File: src/rtl/prbs31_gen_pkg.sv
package prbs31_gen_pkg;
  localparam int unsigned LFSR_W = 31;
  localparam int unsigned TAP_LO = 27;
  localparam int unsigned TAP_HI = 30;
  localparam logic [LFSR_W-1:0] SEED = {LFSR_W{1'b1}};

  typedef enum logic [1:0] {
    SRC_DATA = 2'd0,
    SRC_TEST = 2'd1,
    SRC_PRBS = 2'd2
  } src_e;
endpackage

File: src/rtl/prbs31_lfsr.sv
module prbs31_lfsr #(
  parameter int unsigned W      = prbs31_gen_pkg::LFSR_W,
  parameter int unsigned TAP_LO = prbs31_gen_pkg::TAP_LO,
  parameter int unsigned TAP_HI = prbs31_gen_pkg::TAP_HI,
  parameter logic [W-1:0] SEED  = {W{1'b1}}
) (
  input  logic         clk_i,
  input  logic         rst_ni,
  input  logic         adv_i,
  output logic         std_bit_o,
  output logic [W-1:0] state_o
);
  logic [W-1:0] q, nxt;
  logic         fb;

  always_comb begin
    fb  = q[TAP_HI] ^ q[TAP_LO];
    nxt = {q[W-2:0], fb};
    // lock-up guard: reseed if the zero state is ever reached
    if (nxt == '0) nxt = SEED;
  end

  always_ff @(posedge clk_i or negedge rst_ni) begin
    if (!rst_ni)    q <= SEED;
    else if (adv_i) q <= nxt;
  end

  assign std_bit_o = fb;
  assign state_o   = q;
endmodule

File: src/rtl/prbs31_src_sel.sv
module prbs31_src_sel
  import prbs31_gen_pkg::*;
(
  input  logic prbs_en_i,
  input  logic test_en_i,
  output src_e src_o
);
  always_comb begin
    if (prbs_en_i)      src_o = SRC_PRBS;
    else if (test_en_i) src_o = SRC_TEST;
    else                src_o = SRC_DATA;
  end
endmodule

File: src/rtl/prbs31_out_reg.sv
module prbs31_out_reg
  import prbs31_gen_pkg::*;
(
  input  logic clk_i,
  input  logic rst_ni,
  input  src_e src_i,
  input  logic prbs_bit_i,
  input  logic test_bit_i,
  input  logic data_i,
  output logic data_o
);
  logic d;

  always_comb begin
    unique case (src_i)
      SRC_PRBS: d = prbs_bit_i;
      SRC_TEST: d = test_bit_i;
      default:  d = data_i;
    endcase
  end

  always_ff @(posedge clk_i or negedge rst_ni) begin
    if (!rst_ni) data_o <= 1'b0;
    else         data_o <= d;
  end
endmodule

File: src/rtl/prbs31_gen.sv
module prbs31_gen
  import prbs31_gen_pkg::*;
#(
  parameter bit RAW_INVERT = 1'b1
) (
  input  logic clk_i,
  input  logic rst_ni,
  input  logic prbs_en_i,
  input  logic test_en_i,
  input  logic test_bit_i,
  input  logic inv_sel_i,
  input  logic data_i,
  output logic data_o
);
  logic              std_bit;
  logic [LFSR_W-1:0] lfsr_state;
  logic              prbs_bit;
  src_e              src;

  prbs31_lfsr #(
    .W(LFSR_W), .TAP_LO(TAP_LO), .TAP_HI(TAP_HI), .SEED(SEED)
  ) i_lfsr (
    .clk_i     (clk_i),
    .rst_ni    (rst_ni),
    .adv_i     (prbs_en_i),
    .std_bit_o (std_bit),
    .state_o   (lfsr_state)
  );

  generate
    if (RAW_INVERT) begin : g_raw_inv
      assign prbs_bit = ~std_bit ^ inv_sel_i;
    end else begin : g_raw_std
      assign prbs_bit = std_bit ^ inv_sel_i;
    end
  endgenerate

  prbs31_src_sel i_sel (
    .prbs_en_i (prbs_en_i),
    .test_en_i (test_en_i),
    .src_o     (src)
  );

  prbs31_out_reg i_out (
    .clk_i      (clk_i),
    .rst_ni     (rst_ni),
    .src_i      (src),
    .prbs_bit_i (prbs_bit),
    .test_bit_i (test_bit_i),
    .data_i     (data_i),
    .data_o     (data_o)
  );
endmodule

File: config.mk
export PLATFORM = sky130hd
export DESIGN_NAME = prbs31_gen
export DESIGN_NICKNAME = d
export VERILOG_FILES = /design/src/rtl/prbs31_gen_pkg.sv /design/src/rtl/prbs31_lfsr.sv /design/src/rtl/prbs31_src_sel.sv /design/src/rtl/prbs31_out_reg.sv /design/src/rtl/prbs31_gen.sv
export SDC_FILE = /design/constraint.sdc
export NUM_CORES = 1
export LEC_CHECK = 0
export BUFFER_PORTS_ARGS = -buffer_cell sky130_fd_sc_hd__buf_2
export CORE_ASPECT_RATIO = 1.1
export CORE_MARGIN = 4
export CORE_UTILIZATION = 35
export DETAILED_ROUTE_END_ITERATION = 10
export SYNTH_ARGS = -nofsm -noshare
export SYNTH_HDL_FRONTEND = slang
export SYNTH_SLANG_ARGS = --single-unit
File: constraint.sdc
create_clock -name clk_i -period 3.8 [get_ports clk_i]
set_clock_uncertainty 0.2 [all_clocks]
set_input_delay 0.38 -clock clk_i [delete_from_list [all_inputs] [get_ports clk_i]]
set_output_delay 0.38 -clock clk_i [all_outputs]
set_load 0.1 [all_outputs]
# Word level (Yosys, flattened, before mapping)
# Cells that the tools add are included.
totals:
  ff_bits: 32
  elab_cells: 12
  in_bits: 7
  out_inout_bits: 1
classes:
  mux: 4
  reduce_logical: 1
  n_eq_ne: 2
  bitwise_logic: 3
ops:
  columns: ["operator", "n"]
  rows:
  - ["$logic_not 31->1", 1]
  - ["$mux 31", 1]
  - ["$eq 2x1->1 const B", 1]
  - ["$eq 2x2->1 const B", 1]
  - ["$mux 2", 1]
  - ["$pmux 1 s2", 1]
  - ["$xor 1x1->1", 2]
  - ["$mux 1", 1]
  - ["$not 1->1", 1]

# Logic depth before layout (Yosys ltp)
# Gate-level depths: netlist (run 1).
depth:
  depth_word: 4
  ltp_mapped: 5
  depth_no_buf: 4

# Cells and area by module
# From an unflattened synthesis (run 1), not the netlist that was laid out.
hier_totals:
  hier_cells: 158
  hier_area_um2: 1551.5
by_module_without_submodules:
  columns: ["module", "cells_per_inst", "seq_area_each_um2", "n_inst", "area_per_inst_um2"]
  rows:
  - ["prbs31_lfsr", 147, 814.5, 1, 1447.6]
  - ["prbs31_out_reg", 8, 25.0, 1, 73.8]
  - ["prbs31_src_sel", 2, 0.0, 1, 21.3]
  - ["prbs31_gen", 1, 0.0, 1, 8.8]

# Least setup slack after synthesis (run 1)
# OpenSTA, ideal clock, no wires.
synth_timing:
  path_type: "register to register"
  from: "reg i_lfsr.q[21], in the netlist i_lfsr.state_o[21]"
  to: "reg i_lfsr.q[12], in the netlist i_lfsr.state_o[12]"
  setup_ns: 0.077
  required_time_ns: 3.523
  slack_ns: 1.990
  n_path_buf: 1
  arrival_time_ns: 1.533
  synth_period_minus_slack_ns: 1.810
  stages_incl_launch_ff: 6
  path_cell_list: "dfstp_2 -> or4_4 -> nor4_4 -> nand4_4 -> buf_6 -> a31oi_1"
synth_via:
  elab_chain_cells: 2
synth_rtl:
  columns: ["element", "line", "rtl"]
  rows:
  - ["start, declared", "prbs31_lfsr.sv:13", "logic [W-1:0] q, nxt;"]
  - ["start signal, assigned", "prbs31_lfsr.sv:25", "else if (adv_i) q <= nxt;"]
  - ["$logic_not 31->1", "prbs31_lfsr.sv:20", "if (nxt == '0) nxt = SEED;"]
  - ["$mux 31", "prbs31_lfsr.sv:20", null]
# No other way between the ends.
# A chain may end at the register's enable or synchronous reset.

# Worst setup path after layout (run 1)
layout_timing:
  from: "reg i_lfsr.q[21], in the netlist i_lfsr.state_o[21]"
  to: "reg i_lfsr.q[21], in the netlist i_lfsr.state_o[21]"
# Same word-level chain as after synthesis.

==> results of run 1 <==
-- layer usage --
| metal | global-route usage | part of all wire |
|---|---|---|
| met1 | 0.128 | 0.44 |
| met2 | 0.172 | 0.50 |
| met5 | 0 | 0 |
| met4 | 0.0575 | 0.027 |
| met3 | 0.0396 | 0.032 |
-- registers in the layout, indices dropped and copies added (netlist names) --
signal          count
i_lfsr.state_o     31
i_out.data_o        1
-- metrics by stage --
stage / utilization / power, mW
after floorplan: - / 0.598
after global placement: 0.380 / 0.629
after detailed placement: 0.380 / 0.640
after CTS: 0.404 / 0.911
after global routing: 0.404 / 0.959
final: 0.404 / 0.897
-- how the worst max path moves through the flow --
stage	from	to	slack (ps)	depth (start not counted)
after floorplan	i_lfsr.state_o[21]$_DFFE_PN1P_	i_lfsr.state_o[12]$_DFFE_PN1P_	1990	5
after global placement	i_lfsr.state_o[21]$_DFFE_PN1P_	i_lfsr.state_o[20]$_DFFE_PN1P_	1720	4
after detailed placement	i_lfsr.state_o[21]$_DFFE_PN1P_	i_lfsr.state_o[29]$_DFFE_PN1P_	1660	4
after CTS	i_lfsr.state_o[21]$_DFFE_PN1P_	i_lfsr.state_o[21]$_DFFE_PN1P_	1650	4
after global routing	i_lfsr.state_o[21]$_DFFE_PN1P_	i_lfsr.state_o[21]$_DFFE_PN1P_	1540	4
final	i_lfsr.state_o[21]$_DFFE_PN1P_	i_lfsr.state_o[21]$_DFFE_PN1P_	1680	4
-- cell usage after synthesis --
cell type	instances
nand4_4	1
or4_4	1
a22oi_2	1
dfstp_2	31
nor2_1	31
a31oi_1	30
clkbuf_1	7
xnor2_1	1
buf_6	3
and4_1	1
dfrtp_1	1
inv_1	31
nor4_1	4
nand2_1	1
mux2i_1	1
nor4_4	3
xor2_1	1
o21ai_1	1
-- power by group through the flow --
stage	clock network (mW)	logic [mW]	registers, mW
floorplan	0	0.0866	0.512
CTS	0.275	0.128	0.508
global route	0.294	0.146	0.518
finish	0.265	0.126	0.506
global placement	0	0.121	0.508
detailed placement	0	0.128	0.512
-- worst register-to-register path, stage by stage, from the launching register on --
cell and delay, ps:
dfstp_2 380, or4_4 540, nor4_4 190, nand4_4 410, a31oi_1 320
-- final cells by class --
type / count / area share
repair buffers: 8 / 0.0275
well taps: 52 / 0.0397
clock buffers: 8 / 0.0550
multi-input cells: 77 / 0.295
inverters: 31 / 0.0710
flip-flops and latches: 32 / 0.512
-- what timing repair did --
item,in CTS,in global routing
hold buffers,1,0
endpoints found under the hold margin,1,0
setup endpoints to repair,0,0
-- placed cells by master (no fill, tap or decap), drive strengths merged --
cell / Yosys / routed
or4: 1 / 1
xor2: 1 / 1
o21ai: 1 / 1
and4: 1 / 1
inv: 31 / 31
dfrtp: 1 / 1
clkbuf: 7 / 8
dlygate4sd3: 0 / 1
dfstp: 31 / 31
mux2i: 1 / 1
xnor2: 1 / 1
a22oi: 1 / 1
nand4: 1 / 1
a31oi: 30 / 30
nor4: 7 / 7
buf: 3 / 7
nand2: 1 / 1
nor2: 31 / 31
-- cell families (layout without fill, tap and decap cells) --
family                 Yosys count  after routing
AND/OR/NAND/NOR                 42             42
buffers and inverters           41             47
AO/OA/AOI/OAI                   32             32
flip-flops                      32             32
XOR/XNOR                         2              2
multiplexers                     1              1
==> out/results.ini, run 1 <==
[run_status]
status = completed

[clock_network]
cts_tree = built
cts.htree.levels = 2
ctsResizeCount = 0
cts_setup_buffers = 0
root_buffer = clkbuf_8
path_clk_slew_ps = 60
clk_latency_ps = 280
cts_sinks = 32
clock_path_buffers = 2
cts_made_buffers = 5

[timing]
min_period_ps = 2120
tightest_slew_ps = 952
slew_viol_final = 0
setup_ws_ps = 1680
hold_slack_ps = 173
max-slew-margin-rel = 0.365
fmax_ghz = 0.473
finalHoldViolCount = 0
rsz0062_at_grt = false
finalCritPeriodShare = 0.557
setup_tns_ps = 0
setup_viol = 0

[routing]
ant_nets = 0
num_vias = 993
drt-pass1-iter-count = 4
drc = 0
wl_per_cell_microns = 12.2
wirelength_microns = 2540
routed_via_density = 4.77
drtIter0Drc = 71

[hold_path]
hold_depth = 3
worstHoldPathType = input port to flop
holdPathEnd = i_out.data_o$_DFF_PN0_
min_from = data_i

[global_routing]
grt-ovfl-total = 0
grt_pass1_wl_microns = 4620
antenna_found_initial = 0
grt_pass1_vias = 998
grt_usage = 0.109
grt_start_max_net_pins = 64

[placed_design]
placedInstanceArea_sq_um = 1540
place_inst = 199
pre_cts_slack_ps = 1660
hpwl_microns = 1660
place_congestion = 0.741
portBuffers = 7

[synthesis]
yosys_warnings = 0
synth-xor-area-share = 0.0117
synthTopCellsByArea = dfstp_2, a31oi_1, inv_1
syn_inst = 150
synth_adder_area_share = 0
synth_nets = 157
synth.avg_cell_area_sq_um = 9.99
yosys.area.top_type = dfstp_2
synth_top_area_frac = 0.543
ys_ff_latch = 32
synth_cell_types = 18
synthMuxAreaShare = 0.00668
synthesis.area_sq_um = 1500
synth_top_family_by_area = simple AND/OR/NAND/NOR gates
synthSimpleGateAreaFrac = 0.167
synth_compound_area_frac = 0.137
ys_seq_area_frac = 0.560

[worst_setup_path]
cp_num_buf_inv = 0
cp_max_fo = 31
crit_family = simple AND/OR/NAND/NOR gates
r2r-start = i_lfsr.state_o[21]$_DFFE_PN1P_
max_stage_delay_ps = 540
reg2regPathDepth = 4
cp.arrival_ps = 2110
cp-start-kind = flop
cp_data_required_time_ps = 3800
r2r-end = i_lfsr.state_o[21]$_DFFE_PN1P_
critPathSlowestCell = or4_4
regToRegSetupSlack_ps = 1680
path_cells = or4_4 > nor4_4 > nand4_4 > a31oi_1
critPathCaptureType = flop
worstSetupPathType = flop to flop

[power_and_ir_drop]
ir_worst_vdd_v = 0.000280
powerDensity_nw_per_um2 = 547
p_sw_frac = 0.284
power_frac_seq = 0.564
leakage_nw = 0.819
pwr-share-clk = 0.295
combPwrFrac = 0.141
power_switching_mw = 0.254
internal_power_mw = 0.643

[cells_and_area]
final_cells = 208
nFillCells = 404
synthToLayoutAreaGrowth_pct = 9.35
antennaDiodeCount = 0
drive_gt1_frac = 0.321
regArea_sq_um = 840
multi_input_area_sq_um = 483
layout.nets = 162
postLayoutCellArea_sq_um = 1640

[floorplanning]
initial_core_util = 0.370
core_sq_um = 4050
rows = 24
die-area_sq_um = 5390
die_h_microns = 76.6
io_pins = 8
dieWidth_microns = 70.4

[run]
cap_violations = 0

Note: power is estimated with default switching activity, not from simulation.
==> inputs of run 2 (changes only) <==
==> constraint.sdc (replaced) <==
create_clock -name clk_i -period 1.9 [get_ports clk_i]
set_clock_uncertainty 0.2 [all_clocks]
set_input_delay 0.19 -clock clk_i [delete_from_list [all_inputs] [get_ports clk_i]]
set_output_delay 0.19 -clock clk_i [all_outputs]
set_load 0.1 [all_outputs]
==> out/results.ini, run 2 (synthesis gave the netlist of run 1 again) <==
[run_status]
status = finished with violations
violations = setup timing

[cells_and_area]
layout.nets = 170  ; +4.9%
final_cells = 216  ; +3.8%
regArea_sq_um = 840  ; unchanged
antennaDiodeCount = 0  ; unchanged
drive_gt1_frac = 0.354  ; +0.0331
synthToLayoutAreaGrowth_pct = 15.7
nFillCells = 417  ; +3.2%
multi_input_area_sq_um = 510  ; +5.7%
largest_register_ffs = 31  ; unchanged
mostFrequentLayoutCells = inv_1, nor2_1, dfstp_2

[floorplanning]
die_h_microns = 76.6  ; unchanged
rows = 24  ; unchanged
initial_core_util = 0.370  ; unchanged
dieWidth_microns = 70.4  ; unchanged
core_sq_um = 4050  ; unchanged
io_pins = 8  ; unchanged
die-area_sq_um = 5390  ; unchanged

[global_routing]
antenna_found_initial = 0  ; unchanged
grt-ovfl-total = 0  ; unchanged
grt_pass1_vias = 980  ; -1.8%
grt_usage = 0.109  ; -0.000154
grt_start_max_net_pins = 33  ; -48%
grt_pass1_wl_microns = 4510  ; -2.3%

[hold_path]
hold_depth = 3  ; unchanged
worstHoldPathType = input port to flop

[placed_design]
portBuffers = 7  ; unchanged
pre_cts_slack_ps = -23.4  ; -1680 ps
place_congestion = 0.735  ; -0.78%
hpwl_microns = 1790  ; +8.2%
place_inst = 204  ; +2.5%

[clock_network]
cts.htree.levels = 2  ; unchanged
root_buffer = clkbuf_8
cts_made_buffers = 5  ; unchanged
clock_path_buffers = 2  ; unchanged
cts_sinks = 32  ; unchanged
path_clk_slew_ps = 70  ; about the same
cts_tree = built
clk_latency_ps = 280  ; about the same

[routing]
wirelength_microns = 2700  ; +6.6%
ant_nets = 0  ; unchanged
drtIter0Drc = 52  ; -27%
drt-pass1-iter-count = 4  ; unchanged
drc = 0  ; unchanged
wl_per_cell_microns = 12.5  ; +2.6%
num_vias = 1054  ; +6.1%
routed_via_density = 4.88  ; +2.2%

[worst_setup_path]
r2r-end = i_lfsr.state_o[13]$_DFFE_PN1P_
critPathCaptureType = flop
path_cells = or4_4 > nor4_4 > nand4_4 > buf_4 > a31oi_1
startpoint = i_lfsr.state_o[21]$_DFFE_PN1P_
reg2regPathDepth = 5  ; +1
regToRegSetupSlack_ps = -30  ; -1720 ps
critPathCapture = i_lfsr.state_o[13]$_DFFE_PN1P_
cp_max_fo = 11  ; -65%
max_stage_delay_ps = 540  ; about the same
crit_family = simple AND/OR/NAND/NOR gates
r2r-start = i_lfsr.state_o[21]$_DFFE_PN1P_
cp_num_buf_inv = 1  ; +1
worstSetupPathType = flop to flop
crit_cells = 5  ; +1
cp.arrival_ps = 1930  ; -180 ps
cp_data_required_time_ps = 1900  ; -1900 ps
cp-start-kind = flop
critPathSlowestCell = or4_4

[power_and_ir_drop]
ir_worst_vdd_v = 0.000531  ; +89%
powerDensity_nw_per_um2 = 1050  ; +92%
leakage_nw = 0.857  ; +4.6%

[run]
cap_violations = 0  ; unchanged

[timing]
rsz0062_at_grt = true
setup_viol = 10  ; +10
finalCritPeriodShare = 1.02  ; +0.461
slew_viol_final = 0  ; unchanged
finalHoldViolCount = 0  ; unchanged
fmax_ghz = 0.517  ; +9.4%
min_period_ps = 1930  ; -181 ps
max-slew-margin-rel = 0.538  ; +0.173
tightest_slew_ps = 692  ; -260 ps
setup_ws_ps = -34.5  ; -1720 ps

## run 2: timing repair
item,CTS,global route
cloned,0,0
hold endpoints to repair,2,0
hold buffers,4,0
setup endpoints to repair,22,31
gates resized for setup,1,2
buffers inserted,0,0
## run 2: cell type report
class                           instances  area share
Sequential cell                        32       0.484
Multi-Input combinational cell         77       0.294
Inverter                               31      0.0671
Timing Repair Buffer                   16      0.0649
Clock buffer                            8      0.0519
Tap cell                               52      0.0375
## run 2: worst min-delay path, stage by stage
cell	delay, ps
buf_2	220
nor2_1	120
a31oi_1	40
## run 2: report_power, final
part           internal, mW  switching [mW]  leakage, nW
clock network         0.295           0.239       0.0455
logic                 0.110           0.165        0.473
registers             0.892           0.122        0.339
## run 2: worst min path at each step
stage	to	start	slack, ps
global placement	i_out.data_o$_DFF_PN0_	rst_ni	60
finish	i_lfsr.state_o[2]$_DFFE_PN1P_	prbs_en_i	90
detailed placement	i_out.data_o$_DFF_PN0_	rst_ni	70
floorplan	i_out.data_o$_DFF_PN0_	rst_ni	-310
CTS	i_lfsr.state_o[8]$_DFFE_PN1P_	prbs_en_i	80
global route	i_lfsr.state_o[8]$_DFFE_PN1P_	prbs_en_i	120
## run 2: through the flow
| stage | setup TNS [ps] | cell area, sq um | utilization | hold WS [ps] | power [mW] |
|---|---|---|---|---|---|
| finish | -114 | 1730 | 0.428 | 93.6 | 1.82 |
| global route | -2280 | 1730 | 0.428 | 121 | 1.93 |
| CTS | -340 | 1720 | 0.425 | 84.9 | 1.84 |
| detailed placement | -97.2 | 1580 | 0.389 | 72.6 | 1.28 |
| global placement | 0 | 1580 | 0.389 | 57.0 | 1.26 |
| floorplan | 0 | 1500 | - | -306 | 1.20 |
## run 2: metal layers
layer,routed length [microns],track usage,part of all wire,up-vias
li1,-,-,-,522
met1,1210,0.125,0.45,513
met5,0,0,0,-
met2,1380,0.170,0.51,15
met4,35,0.0747,0.013,0
met3,78,0.0343,0.029,4
==> inputs of run 3 (changes only) <==
--- a/config.mk
+++ b/config.mk
@@ -5,6 +5,7 @@
 export SDC_FILE = /design/constraint.sdc
 export NUM_CORES = 1
 export LEC_CHECK = 0
+export ABC_AREA = 1
 export BUFFER_PORTS_ARGS = -buffer_cell sky130_fd_sc_hd__buf_2
 export CORE_ASPECT_RATIO = 1.1
 export CORE_MARGIN = 4
==> out/results.ini, run 3 <==
[timing]
setup_tns_ps = 0  ; +114 ps
hold_slack_ps = 217  ; +123 ps
rsz0062_at_grt = false
finalHoldViolCount = 0  ; unchanged
setup_viol = 0  ; -10
max-slew-margin-rel = 0.528  ; -0.0107
slew_viol_final = 0  ; unchanged
fmax_ghz = 0.552  ; +6.7%
tightest_slew_ps = 708  ; +16.1 ps
min_period_ps = 1810  ; -122 ps
setup_ws_ps = 87.6  ; +122 ps
finalCritPeriodShare = 0.954  ; -0.0643

[placed_design]
pre_cts_slack_ps = 366  ; +390 ps
place_inst = 260  ; +27%
place_congestion = 0.656  ; -11%
portBuffers = 7  ; unchanged
hpwl_microns = 1760  ; -1.9%

[power_and_ir_drop]
leakage_nw = 0.721  ; -16%
powerDensity_nw_per_um2 = 1040  ; -1.0%
ir_worst_vdd_v = 0.000490  ; -7.7%

[clock_network]
clock_path_buffers = 2  ; unchanged
cts_sinks = 32  ; unchanged
cts_tree = built
cts_made_buffers = 5  ; unchanged
cts.htree.levels = 2  ; unchanged
root_buffer = clkbuf_8
clk_latency_ps = 290  ; about the same
path_clk_slew_ps = 70  ; about the same

[synthesis]
syn_inst = 205  ; +37%
synth_edf_count = 0  ; unchanged
yosys.area.top_type = dfstp_2
ys_ff_latch = 32  ; unchanged
postSynth.asyncResetShare = 1.00  ; unchanged
synthTopCellsByArea = dfstp_2, nor2_1, or2_2
synthesis.area_sq_um = 1610  ; +7.3%
synth.avg_cell_area_sq_um = 7.84  ; -22%
synth_common_cells = nor2_1, dfstp_2, or2_2
synth_top_flop_cell = dfstp_2
ys_seq_area_frac = 0.522  ; -0.0379
synth_top_area_frac = 0.507  ; -0.0368
yosys_warnings = 0  ; unchanged
synth_cell_types = 16  ; -2
yosysMostFrequentCell = nor2_1
synth_nets = 212  ; +35%

[routing]
routed_via_density = 4.45  ; -8.8%
drc = 0  ; unchanged
wl_per_cell_microns = 10.7  ; -15%
drtIter0Drc = 58  ; +12%
wirelength_microns = 2910  ; +7.7%
drt-pass1-iter-count = 4  ; unchanged
ant_nets = 0  ; unchanged
num_vias = 1211  ; +15%

[global_routing]
grt_pass1_vias = 1181  ; +21%
grt_pass1_wl_microns = 5200  ; +15%
grt_usage = 0.116  ; +0.00728
grt-ovfl-total = 0  ; unchanged
grt_start_max_net_pins = 34  ; +3.0%
antenna_found_initial = 0  ; unchanged

[worst_setup_path]
reg2regPathDepth = 5  ; unchanged
cp.arrival_ps = 1790  ; -140 ps
cp_max_fo = 3  ; -8
cp_data_required_time_ps = 1870  ; -30 ps
cp-start-kind = flop
critPathCaptureType = flop
worstSetupPathType = flop to flop

[cells_and_area]
nFillCells = 460  ; +10%
final_common_cell = nor2_1
layout.nets = 224  ; +32%
synthToLayoutAreaGrowth_pct = 13.9
largest_register_ffs = 31  ; unchanged
drive_gt1_frac = 0.349  ; -0.00503
final_cells = 272  ; +26%
antennaDiodeCount = 0  ; unchanged
mostFrequentLayoutCells = nor2_1, dfstp_2, or2_2

[floorplanning]
initial_core_util = 0.367  ; -0.00261
die_h_microns = 79.1  ; +3.2%
rows = 25  ; +4.2%
io_pins = 8  ; unchanged
dieWidth_microns = 72.6  ; +3.2%
core_sq_um = 4380  ; +8.0%
die-area_sq_um = 5740  ; +6.5%

[run_status]
status = completed

[run]
cap_violations = 0  ; unchanged

[hold_path]
hold_depth = 4  ; +1
worstHoldPathType = input port to flop

## run 3: cell types whose count changed in the layout (fill, tap and decap cells not counted), moves of 2 or more
cell,delta
nor2_2,+2
a31oi_1,-27
or2_0,+8
nand2_1,+11
nor4_4,-3
nor4_1,-4
or2_2,+21
inv_1,-29
a31oi_2,-2
o21ai_0,+2
nor2_1,+80
## run 3: final timing paths
path / end / slack [ps] / start
setup reg to reg: i_out.data_o$_DFF_PN0_ / 90 / i_lfsr.state_o[30]$_DFFE_PN1P_
max in group asynchronous: i_out.data_o$_DFF_PN0_ / 760 / rst_ni
hold reg to reg: i_lfsr.state_o[0]$_DFFE_PN1P_ / 310 / i_lfsr.state_o[0]$_DFFE_PN1P_
min in group asynchronous: i_out.data_o$_DFF_PN0_ / 300 / rst_ni
setup / recovery: i_out.data_o$_DFF_PN0_ / 90 / i_lfsr.state_o[30]$_DFFE_PN1P_
hold / removal: i_lfsr.state_o[19]$_DFFE_PN1P_ / 220 / prbs_en_i
## run 3: stage by stage
step	power [mW]	area (sq um)	util
finish	1.91	1830	0.418
global route	2.03	1830	0.418
CTS	1.93	1820	0.415
detailed placement	1.26	1680	0.383
global placement	1.26	1680	0.383
floorplan	1.19	1610	-
## run 3: timing repair
item / in CTS / in global routing
gates resized for setup: 0 / 2
setup buffers: 0 / 1
hold endpoints to repair: 2 / 0
hold buffers: 3 / 0
setup endpoints to repair: 0 / 1
## run 3: cell type report
cell class | instances | area (sq um) | share of cell area
tap | 54 | 67.6 | 0.0369
inverter | 3 | 11.3 | 0.00615
multi-input combinational | 160 | 703 | 0.384
clock buffer | 6 | 72.6 | 0.0396
sequential | 32 | 840 | 0.458
timing repair buffer | 15 | 103 | 0.0560
clock inverter | 2 | 35.0 | 0.0191
## run 3: worst max-delay path, stage by stage (launching register included)
cell and delay [ps]:
dfstp_2 560, xnor2_2 130, a21oi_1 80, o21ai_0 100
o21ai_1 80, dlygate4sd3_1 550
## run 3: kinds of logic after synthesis
logic type,Yosys count,synth area share
and+or+nand+nor,155,0.415
DFF,32,0.522
buffers and inverters,13,0.0451
AOI/OAI and AO/OA,4,0.0124
xor gates and xnor gates,1,0.00545
## run 3: power by group
part           total [mW]  internal (mW)  switching (mW)
Combinational       0.295          0.135           0.160
Clock               0.636          0.389           0.247
Sequential          0.976          0.889          0.0864
## run 3: per-layer routing
metal | vias up | track usage | routed length, microns
met5 | - | 0 | 0
li1 | 632 | - | -
met1 | 559 | 0.142 | 1410
met3 | 7 | 0.0430 | 121
met4 | 0 | 0.0498 | 59
met2 | 13 | 0.182 | 1320
